**src/rtl/owire_pkg.sv**
```systemverilog
package owire_pkg;

    typedef enum logic [1:0] {
        OP_RESET = 2'd0,
        OP_WRITE = 2'd1,
        OP_READ  = 2'd2,
        OP_TOUCH = 2'd3
    } owire_op_e;

    typedef enum logic [1:0] {
        ST_IDLE = 2'd0,
        ST_SLOT = 2'd1,
        ST_PULL = 2'd2
    } owire_st_e;

endpackage

```
**src/rtl/owire_tick.sv**
```systemverilog
// Microsecond tick from the system clock; restarted at every slot start
module owire_tick #(
    parameter int DIV = 100
) (
    input  logic clk,
    input  logic rst_n,
    input  logic clr,
    output logic tick
);
    localparam int DW = (DIV > 1) ? $clog2(DIV) : 1;

    logic [DW-1:0] div_d, div_q;

    assign tick = (div_q == DW'(DIV - 1));

    always_comb begin
        div_d = div_q;
        if (clr)       div_d = '0;
        else if (tick) div_d = '0;
        else           div_d = div_q + DW'(1);
    end

    always_ff @(posedge clk or negedge rst_n) begin
        if (!rst_n) div_q <= '0;
        else        div_q <= div_d;
    end

    generate
        if (DIV > 1) begin : g_spacing
            // ticks never come back-to-back when a microsecond spans several clocks
            assert_tick_spacing_R3: assert property (@(posedge clk) disable iff (!rst_n)
                (tick && !clr) |=> !tick);
        end
    endgenerate
endmodule

```
**src/rtl/owire_slot.sv**
```systemverilog
// One timed slot: a reset/presence slot or a single bit slot
module owire_slot #(
    parameter int RST_LOW_US   = 480,
    parameter int PRES_WAIT_US = 70,
    parameter int RST_RECOV_US = 410,
    parameter int ZERO_LOW_US  = 60,
    parameter int ZERO_REC_US  = 10,
    parameter int ONE_LOW_US   = 6,
    parameter int ONE_REL_US   = 64,
    parameter int SAMPLE_US    = 15,
    parameter int CW           = 10
) (
    input  logic clk,
    input  logic rst_n,
    input  logic start,
    input  logic is_rst,
    input  logic wbit,
    input  logic tick,
    input  logic line_in,
    output logic drive_low,
    output logic slot_done,
    output logic sample
);
    localparam int TOT_RST  = RST_LOW_US + PRES_WAIT_US + RST_RECOV_US;
    localparam int TOT_ZERO = ZERO_LOW_US + ZERO_REC_US;
    localparam int TOT_ONE  = ONE_LOW_US + ONE_REL_US;

    typedef struct packed {
        logic          active;
        logic          is_rst;
        logic          wbit;
        logic          samp;
        logic [CW-1:0] cnt;
    } slot_t;

    slot_t q, d;
    logic [CW-1:0] low_len, smp_at, tot_len;
    logic          hit_smp;

    always_comb begin
        low_len = q.is_rst ? CW'(RST_LOW_US) : (q.wbit ? CW'(ONE_LOW_US) : CW'(ZERO_LOW_US));
        smp_at  = q.is_rst ? CW'(RST_LOW_US + PRES_WAIT_US) : CW'(SAMPLE_US);
        tot_len = q.is_rst ? CW'(TOT_RST) : (q.wbit ? CW'(TOT_ONE) : CW'(TOT_ZERO));
    end

    assign hit_smp   = q.active && tick && ((q.cnt + CW'(1)) == smp_at);
    assign slot_done = q.active && tick && ((q.cnt + CW'(1)) == tot_len);
    assign drive_low = q.active && (q.cnt < low_len);
    assign sample    = q.samp;

    always_comb begin
        d = q;
        if (start) begin
            d.active = 1'b1;
            d.is_rst = is_rst;
            d.wbit   = wbit;
            d.cnt    = '0;
        end else if (q.active && tick) begin
            d.cnt = q.cnt + CW'(1);
            if (hit_smp)   d.samp   = line_in;
            if (slot_done) d.active = 1'b0;
        end
    end

    always_ff @(posedge clk or negedge rst_n) begin
        if (!rst_n) q <= '{active: 1'b0, is_rst: 1'b0, wbit: 1'b0, samp: 1'b1, cnt: '0};
        else        q <= d;
    end

    // the sequencer only launches a slot once the previous one has ended
    assert_no_overlap_R4: assert property (@(posedge clk) disable iff (!rst_n)
        start |-> !q.active);
endmodule

```
**src/rtl/owire_pull.sv**
```systemverilog
// Strong pull-up timer counting whole milliseconds of microsecond ticks
module owire_pull #(
    parameter int US_PER_MS = 1000,
    parameter int MW        = 8
) (
    input  logic          clk,
    input  logic          rst_n,
    input  logic          start,
    input  logic [MW-1:0] ms,
    input  logic          tick,
    output logic          active,
    output logic          fin
);
    localparam int UW = (US_PER_MS > 1) ? $clog2(US_PER_MS) : 1;

    typedef struct packed {
        logic          active;
        logic [UW-1:0] us;
        logic [MW-1:0] left;
    } pull_t;

    pull_t q, d;
    logic  us_end;

    assign us_end = (q.us == UW'(US_PER_MS - 1));
    assign fin    = q.active && tick && us_end && (q.left == MW'(1));
    assign active = q.active;

    always_comb begin
        d = q;
        if (start) begin
            d.active = 1'b1;
            d.us     = '0;
            d.left   = ms;
        end else if (q.active && tick) begin
            if (us_end) begin
                d.us = '0;
                if (q.left == MW'(1)) d.active = 1'b0;
                else                  d.left   = q.left - MW'(1);
            end else begin
                d.us = q.us + UW'(1);
            end
        end
    end

    always_ff @(posedge clk or negedge rst_n) begin
        if (!rst_n) q <= '0;
        else        q <= d;
    end

    // a zero-length period must never be launched
    assert_nonzero_len_R8: assert property (@(posedge clk) disable iff (!rst_n)
        start |-> (ms != '0));
endmodule

```
**src/rtl/owire_master.sv**
```systemverilog
// Command sequencer for the one-wire master
module owire_master
    import owire_pkg::*;
#(
    parameter int CLK_FREQ_HZ  = 100_000_000,
    parameter int RST_LOW_US   = 480,
    parameter int PRES_WAIT_US = 70,
    parameter int RST_RECOV_US = 410,
    parameter int ZERO_LOW_US  = 60,
    parameter int ZERO_REC_US  = 10,
    parameter int ONE_LOW_US   = 6,
    parameter int ONE_REL_US   = 64,
    parameter int SAMPLE_US    = 15,
    parameter int US_PER_MS    = 1000,
    parameter int PU_MS_W      = 8
) (
    input  logic               clk,
    input  logic               rst_n,
    input  logic               cmd_valid,
    input  logic [1:0]         cmd_op,
    input  logic [7:0]         cmd_data,
    input  logic               pu_req_valid,
    input  logic [PU_MS_W-1:0] pu_req_ms,
    output logic               busy,
    output logic               done,
    output logic               presence_n,
    output logic [7:0]         rd_data,
    output logic               line_drive_low,
    input  logic               line_in,
    output logic               strong_pu
);
    localparam int CLK_PER_US = (CLK_FREQ_HZ / 1_000_000 > 0) ? CLK_FREQ_HZ / 1_000_000 : 1;
    localparam int TOT_RST    = RST_LOW_US + PRES_WAIT_US + RST_RECOV_US;
    localparam int TOT_ZERO   = ZERO_LOW_US + ZERO_REC_US;
    localparam int TOT_ONE    = ONE_LOW_US + ONE_REL_US;
    localparam int MAX_BIT    = (TOT_ZERO > TOT_ONE) ? TOT_ZERO : TOT_ONE;
    localparam int MAX_TOT    = (TOT_RST > MAX_BIT) ? TOT_RST : MAX_BIT;
    localparam int CW         = $clog2(MAX_TOT + 1);

    typedef struct packed {
        owire_st_e          st;
        owire_op_e          op;
        logic [7:0]         sh;
        logic [2:0]         bidx;
        logic               pu_pend;
        logic [PU_MS_W-1:0] pu_ms;
        logic               slot_go;
        logic               slot_rst;
        logic               slot_bit;
        logic               pu_go;
        logic               done;
        logic               pres_n;
        logic [7:0]         rd;
    } ctl_t;

    ctl_t q, d;

    logic tick, slot_done, slot_sample, pu_fin, pu_active;

    owire_tick #(.DIV(CLK_PER_US)) u_tick (
        .clk  (clk),
        .rst_n(rst_n),
        .clr  (q.slot_go | q.pu_go),
        .tick (tick)
    );

    owire_slot #(
        .RST_LOW_US  (RST_LOW_US),
        .PRES_WAIT_US(PRES_WAIT_US),
        .RST_RECOV_US(RST_RECOV_US),
        .ZERO_LOW_US (ZERO_LOW_US),
        .ZERO_REC_US (ZERO_REC_US),
        .ONE_LOW_US  (ONE_LOW_US),
        .ONE_REL_US  (ONE_REL_US),
        .SAMPLE_US   (SAMPLE_US),
        .CW          (CW)
    ) u_slot (
        .clk      (clk),
        .rst_n    (rst_n),
        .start    (q.slot_go),
        .is_rst   (q.slot_rst),
        .wbit     (q.slot_bit),
        .tick     (tick),
        .line_in  (line_in),
        .drive_low(line_drive_low),
        .slot_done(slot_done),
        .sample   (slot_sample)
    );

    owire_pull #(.US_PER_MS(US_PER_MS), .MW(PU_MS_W)) u_pull (
        .clk   (clk),
        .rst_n (rst_n),
        .start (q.pu_go),
        .ms    (q.pu_ms),
        .tick  (tick),
        .active(pu_active),
        .fin   (pu_fin)
    );

    always_comb begin
        d         = q;
        d.slot_go = 1'b0;
        d.pu_go   = 1'b0;
        d.done    = 1'b0;
        unique case (q.st)
            ST_IDLE: begin
                if (pu_req_valid) begin
                    d.pu_pend = (pu_req_ms != '0);
                    d.pu_ms   = pu_req_ms;
                end
                if (cmd_valid) begin
                    d.op       = owire_op_e'(cmd_op);
                    d.sh       = cmd_data;
                    d.bidx     = '0;
                    d.st       = ST_SLOT;
                    d.slot_go  = 1'b1;
                    d.slot_rst = (owire_op_e'(cmd_op) == OP_RESET);
                    d.slot_bit = (owire_op_e'(cmd_op) == OP_READ) ? 1'b1 : cmd_data[0];
                end
            end
            ST_SLOT: begin
                if (slot_done) begin
                    unique case (q.op)
                        OP_RESET: begin
                            d.pres_n = slot_sample;
                            d.st     = ST_IDLE;
                            d.done   = 1'b1;
                        end
                        OP_TOUCH: begin
                            d.rd   = {7'b0, slot_sample};
                            d.st   = ST_IDLE;
                            d.done = 1'b1;
                        end
                        default: begin
                            d.sh = (q.op == OP_READ) ? {slot_sample, q.sh[7:1]}
                                                     : {1'b0, q.sh[7:1]};
                            if (q.bidx == 3'd7) begin
                                if (q.op == OP_READ) d.rd = {slot_sample, q.sh[7:1]};
                                if (q.op == OP_WRITE && q.pu_pend) begin
                                    d.st      = ST_PULL;
                                    d.pu_go   = 1'b1;
                                    d.pu_pend = 1'b0;
                                end else begin
                                    d.st   = ST_IDLE;
                                    d.done = 1'b1;
                                end
                            end else begin
                                d.bidx     = q.bidx + 3'd1;
                                d.slot_go  = 1'b1;
                                d.slot_rst = 1'b0;
                                d.slot_bit = (q.op == OP_READ) ? 1'b1 : q.sh[1];
                            end
                        end
                    endcase
                end
            end
            ST_PULL: begin
                if (pu_fin) begin
                    d.st   = ST_IDLE;
                    d.done = 1'b1;
                end
            end
            default: d.st = ST_IDLE;
        endcase
    end

    always_ff @(posedge clk or negedge rst_n) begin
        if (!rst_n) begin
            q        <= '0;
            q.st     <= ST_IDLE;
            q.op     <= OP_RESET;
            q.pres_n <= 1'b1;
        end else begin
            q <= d;
        end
    end

    assign busy       = (q.st != ST_IDLE);
    assign done       = q.done;
    assign presence_n = q.pres_n;
    assign rd_data    = q.rd;
    assign strong_pu  = pu_active;

    // completion is a single-cycle pulse
    assert_done_single_R10: assert property (@(posedge clk) disable iff (!rst_n)
        done |=> !done);
    // busy only drops together with a completion pulse
    assert_busy_end_R10: assert property (@(posedge clk) disable iff (!rst_n)
        $fell(busy) |-> done);
    // a command offered while busy leaves the running operation untouched
    assert_refuse_R9: assert property (@(posedge clk) disable iff (!rst_n)
        (busy && cmd_valid) |=> $stable(q.op));
    // the strong pull-up starts only after a byte write, never while driving low
    assert_pu_after_write_R7: assert property (@(posedge clk) disable iff (!rst_n)
        $rose(strong_pu) |-> (q.op == OP_WRITE));
    assert_pu_excl_R7: assert property (@(posedge clk) disable iff (!rst_n)
        strong_pu |-> !line_drive_low);
    // the line is only driven while a command is in progress
    assert_drive_busy_R3: assert property (@(posedge clk) disable iff (!rst_n)
        line_drive_low |-> busy);
endmodule

```
**config.mk**
```make
export PLATFORM = sky130hd
export DESIGN_NAME = owire_master
export DESIGN_NICKNAME = d
export VERILOG_FILES = /design/src/rtl/owire_pkg.sv /design/src/rtl/owire_tick.sv /design/src/rtl/owire_slot.sv /design/src/rtl/owire_pull.sv /design/src/rtl/owire_master.sv
export SDC_FILE = /design/constraint.sdc
export NUM_CORES = 1
export LEC_CHECK = 0
export BUFFER_PORTS_ARGS = -buffer_cell sky130_fd_sc_hd__buf_2
export CAP_MARGIN = 20
export CORE_MARGIN = 2
export CORE_UTILIZATION = 30
export CTS_BUF_LIST = sky130_fd_sc_hd__clkbuf_16
export DETAILED_ROUTE_END_ITERATION = 16
export GPL_TIMING_DRIVEN = 0
export MAX_ROUTING_LAYER = met4
export PLACE_DENSITY = 0.43
export SLEW_MARGIN = 40
export SYNTH_ARGS = -nofsm -noshare
export SYNTH_HDL_FRONTEND = slang
export SYNTH_HIERARCHICAL = 1
export SYNTH_SLANG_ARGS = --single-unit
```
**constraint.sdc**
```tcl
create_clock -name clk -period 5 [get_ports clk]
set_clock_uncertainty 0.2 [all_clocks]
set_input_delay 0.5 -clock clk [delete_from_list [all_inputs] [get_ports clk]]
set_output_delay 0.5 -clock clk [all_outputs]
set_load 0.01 [all_outputs]
```
==> impl_results.md <==
- Total core area: 0.0150 mm²
- Worst setup EP type: flip-flop
- DRT Pass-1 Iters: 5
- Worst path cell trace: ha_1, xor2_1, nand3_1, o31ai_1, a22oi_1, nor3_1, nand2_2, o21a_1, nor3_2, mux2_1
- Max stage delay on crit path: 0.63 ns
- Wire per inst: 15.0 µm
- Via density: 5.04
- CP Launch Type: flip-flop
- Clock sink total: 77
- Vias in the first global route: 3614
- Ys async rst share: 1.00
- Period utilization: 0.775
- Leakage: 0.00236 µW
- Drt drc: 0
- Die area: 0.0162 mm²
- Diodes inserted: 0
- Critical path class: reg -> reg
- CTS max path bufs: 2
- Clk_lat worst skew: 0.33 ns
- Total track usage: 0.143
- Fmax achieved: 258 MHz
- Cell family with most CP delay: simple AND/OR/NAND/NOR gates
- Clk slew on worst S/H paths: 0.06 ns
- Largest net degree at the start of global routing: 41
- RSZ-0062 raised after global routing: no
- Cell accounting for the most synthesized area: dfrtp_1
- Area growth syn-to-layout: 16.7%
- Status: complete, no violations
- R2R cell count: 10
- Final Instance Area: 0.00531 mm²
- CP bufs+invs: 0
- Initial DRC Count: 142
- Cts repair resizes: 0
- Max cap viols: 0
- Pwr dens: 254 mW/mm²
- CP arrival: 3.89 ns
- Post-synth top area share: 0.413
- Sw frac: 0.207
- Final setup TNS: 0 ns
- Post-synth EDFFs: 0
- Relative max-transition margin: 0.473
- Req. time, crit path: 5.02 ns
- Port-buffer cells: 35
- Final #Nets: 554
- Crit path time final: 3.87 ns
- Endpoints failing setup: 0
- WHS: 0.183 ns
- Initial antenna violation count: 0
- Worst hold stages: 2
- Via count: 3540
- Top-level port count: 36
- Post-synth net total: 506
- Peak supply drop: 0.000143 V
- Part of the power in the clock network: 0.507
- Slowest cell on crit path: nor3_1
- Starting Density: 0.303
- Post-DRT Antenna Nets: 0
- Fillers: 1546
- DP Wirelength: 7590 µm
- Instance count on the critical path: 10
- Num rows: 45
- Slew @ Worst Pin: 0.784 ns
- Main synth FF type: dfrtp_1
- Critical Path Fanout Max: 6
- Seq/Total Area, Yosys: 0.424
- Die Wd: 127 µm
- Clk root buf: clkbuf_16
- Flop pwr share: 0.467
- Avg Cell Area, Syn: 9.87 µm²
- First-pass GRT wire length: 18200 µm
- Placed cell areas: 0.00499 mm²
- Slew Viols, Final: 0
- Synth cell types: 73
- Switching Power: 279 µW
- Mapped Cells: 461
- Num CTS Buffers: 9
- Pint: 1070 µW
- CTS tree: yes
- Top cells by area, synth: dfrtp_1, ha_1, nor2_1
- Syn. warnings: 6
- Worst min-delay path class: in -> reg
- Synth Register Bits: 77
- GPL Wtd Cong: 0.766
- Htree depth: 3
- Total gr overflow: 0
- Post-Synthesis Cell Area: 0.00455 mm²
- Combinational share of power: 0.026
- Total Wirelength: 10500 µm
- Fin. Hold Viols: 0
- Die span in y: 127 µm
- Share of layout cells above drive strength 1: 0.208
## final timing paths
check	from	to	slack, ns
worst min-delay path	line_in	u_slot/sample$_DFFE_PN1P_	0.18
worst max-delay path	u_slot/q[0]$_DFFE_PN0P_	q[23]$_DFFE_PN0P_	1.13
worst min register to register	u_tick/div_q[0]$_DFF_PN0_	u_tick/div_q[0]$_DFF_PN0_	0.26
max in group asynchronous	rst_n	u_slot/sample$_DFFE_PN1P_	3.55
worst max register to register	u_slot/q[0]$_DFFE_PN0P_	q[23]$_DFFE_PN0P_	1.13
min in group asynchronous	rst_n	u_pull/q[6]$_DFFE_PN0P_	0.45
## worst reg2reg max path: stages, from the launching register on
cell and delay (ns):
dfrtp_1 0.50, ha_1 0.35, xor2_1 0.36, nand3_1 0.12, o31ai_1 0.36, a22oi_1 0.16
nor3_1 0.63, nand2_2 0.20, o21a_1 0.23, nor3_2 0.29, mux2_1 0.36
## logic make-up (layout without fill, tap and decap cells)
| kind of cell | Yosys count | in the layout | synth area share |
|---|---|---|---|
| multiplexers | 22 | 22 | 0.0528 |
| AND/OR/NAND/NOR | 183 | 183 | 0.228 |
| buffers and inverters | 41 | 94 | 0.0465 |
| flip-flops | 77 | 77 | 0.424 |
| XOR/XNOR | 16 | 16 | 0.0308 |
| AO/OA/AOI/OAI | 100 | 100 | 0.157 |
| adder cells (fa/ha/maj) | 22 | 22 | 0.0605 |
## cells in the final DEF (no fill, tap or decap), types with 3 or more instances in the layout
cell        n
clkbuf_1    3
ha_1       22
nand4_1     4
mux2_1      4
a21oi_1    20
nand2_1    33
buf_2      38
nor2_1     38
buf_4      12
xnor2_1     7
a21o_1      5
nand3_1    24
dfrtp_1    75
o2111ai_1   3
or2_2       4
nor3_1     15
inv_1      20
nand3b_1    8
nor4_1      4
nor2_2      3
nor2b_1     9
nand2b_1    6
mux2i_1     6
a22oi_1     9
nand4b_1    3
a211oi_1    3
clkbuf_16   9
o21ai_0    23
a22o_1      4
or3_1       7
a21oi_2     3
mux2_2     12
xor2_1      9
## per-stage QoR
step / power [µW] / utilization / std cells / worst slack, ns
global placement: 675 / 0.330 / 684 / 1.20
global route: 1410 / 0.353 / 702 / 0.903
CTS: 1380 / 0.353 / 702 / 1.15
detailed placement: 678 / 0.332 / 685 / 1.16
finish: 1350 / 0.353 / 702 / 1.13
floorplan: 648 / - / 461 / 1.72
## repair_timing
item | 4_1_cts | 5_1_grt
hold buffers | 1 | 0
buffers inserted | 0 | 0
endpoints found under the hold margin | 38 | 0
## cell type report
class                      instances  area, µm²  share of cell area
inverter                          19       71.3              0.0134
multi-input combinational        343       2410               0.455
tap                              188        235              0.0443
clock buffer                       9        225              0.0424
timing repair buffer              37        211              0.0398
clock inverter                     7       81.3              0.0153
buffer                            22        140              0.0264
sequential                        77       1930               0.364
## sequential cells by signal, indices dropped and copies added (netlist names)
register,flops
q,27
u_pull/q,18
u_slot/q,13
rd_data,8
u_tick/div_q,7
done,1
presence_n,1
u_pull/active,1
u_slot/sample,1
## synthesized netlist by cell type, drive strengths merged (3+ instances only)
cell and number:
nand2b 6, nand2 34, mux2i 6, o2111ai 3, clkbuf 3, a211oi 4
inv 19, o21ai 24, a22o 4, nor4 5, ha 22, xor2 9
nor2b 9, a21o 5, or3 7, or4 4, dfrtp 75, nand4 6
nor2 41, a22oi 9, a21oi 23, nor3 17, nand4b 4, buf 19
and3 3, nand3b 8, or2 4, mux2 16, xnor2 7, nand3 25
## power by group through the flow
stage / clock network, µW / registers, µW / logic [µW]
finish: 684 / 630 / 34.7
global route: 735 / 630 / 40.3
CTS: 716 / 630 / 36.6
detailed placement: 0 / 642 / 35.9
global placement: 0 / 642 / 33.0
floorplan: 0 / 641 / 7.54
## routing by layer
layer | track usage | vias up | wire [µm]
met4 | 0.0452 | 0 | 121
met5 | - | - | 0
li1 | - | 1767 | -
met3 | 0.0293 | 9 | 256
met2 | 0.219 | 50 | 4910
met1 | 0.192 | 1714 | 5260
No activity file was read; power rests on OpenSTA's default activity.
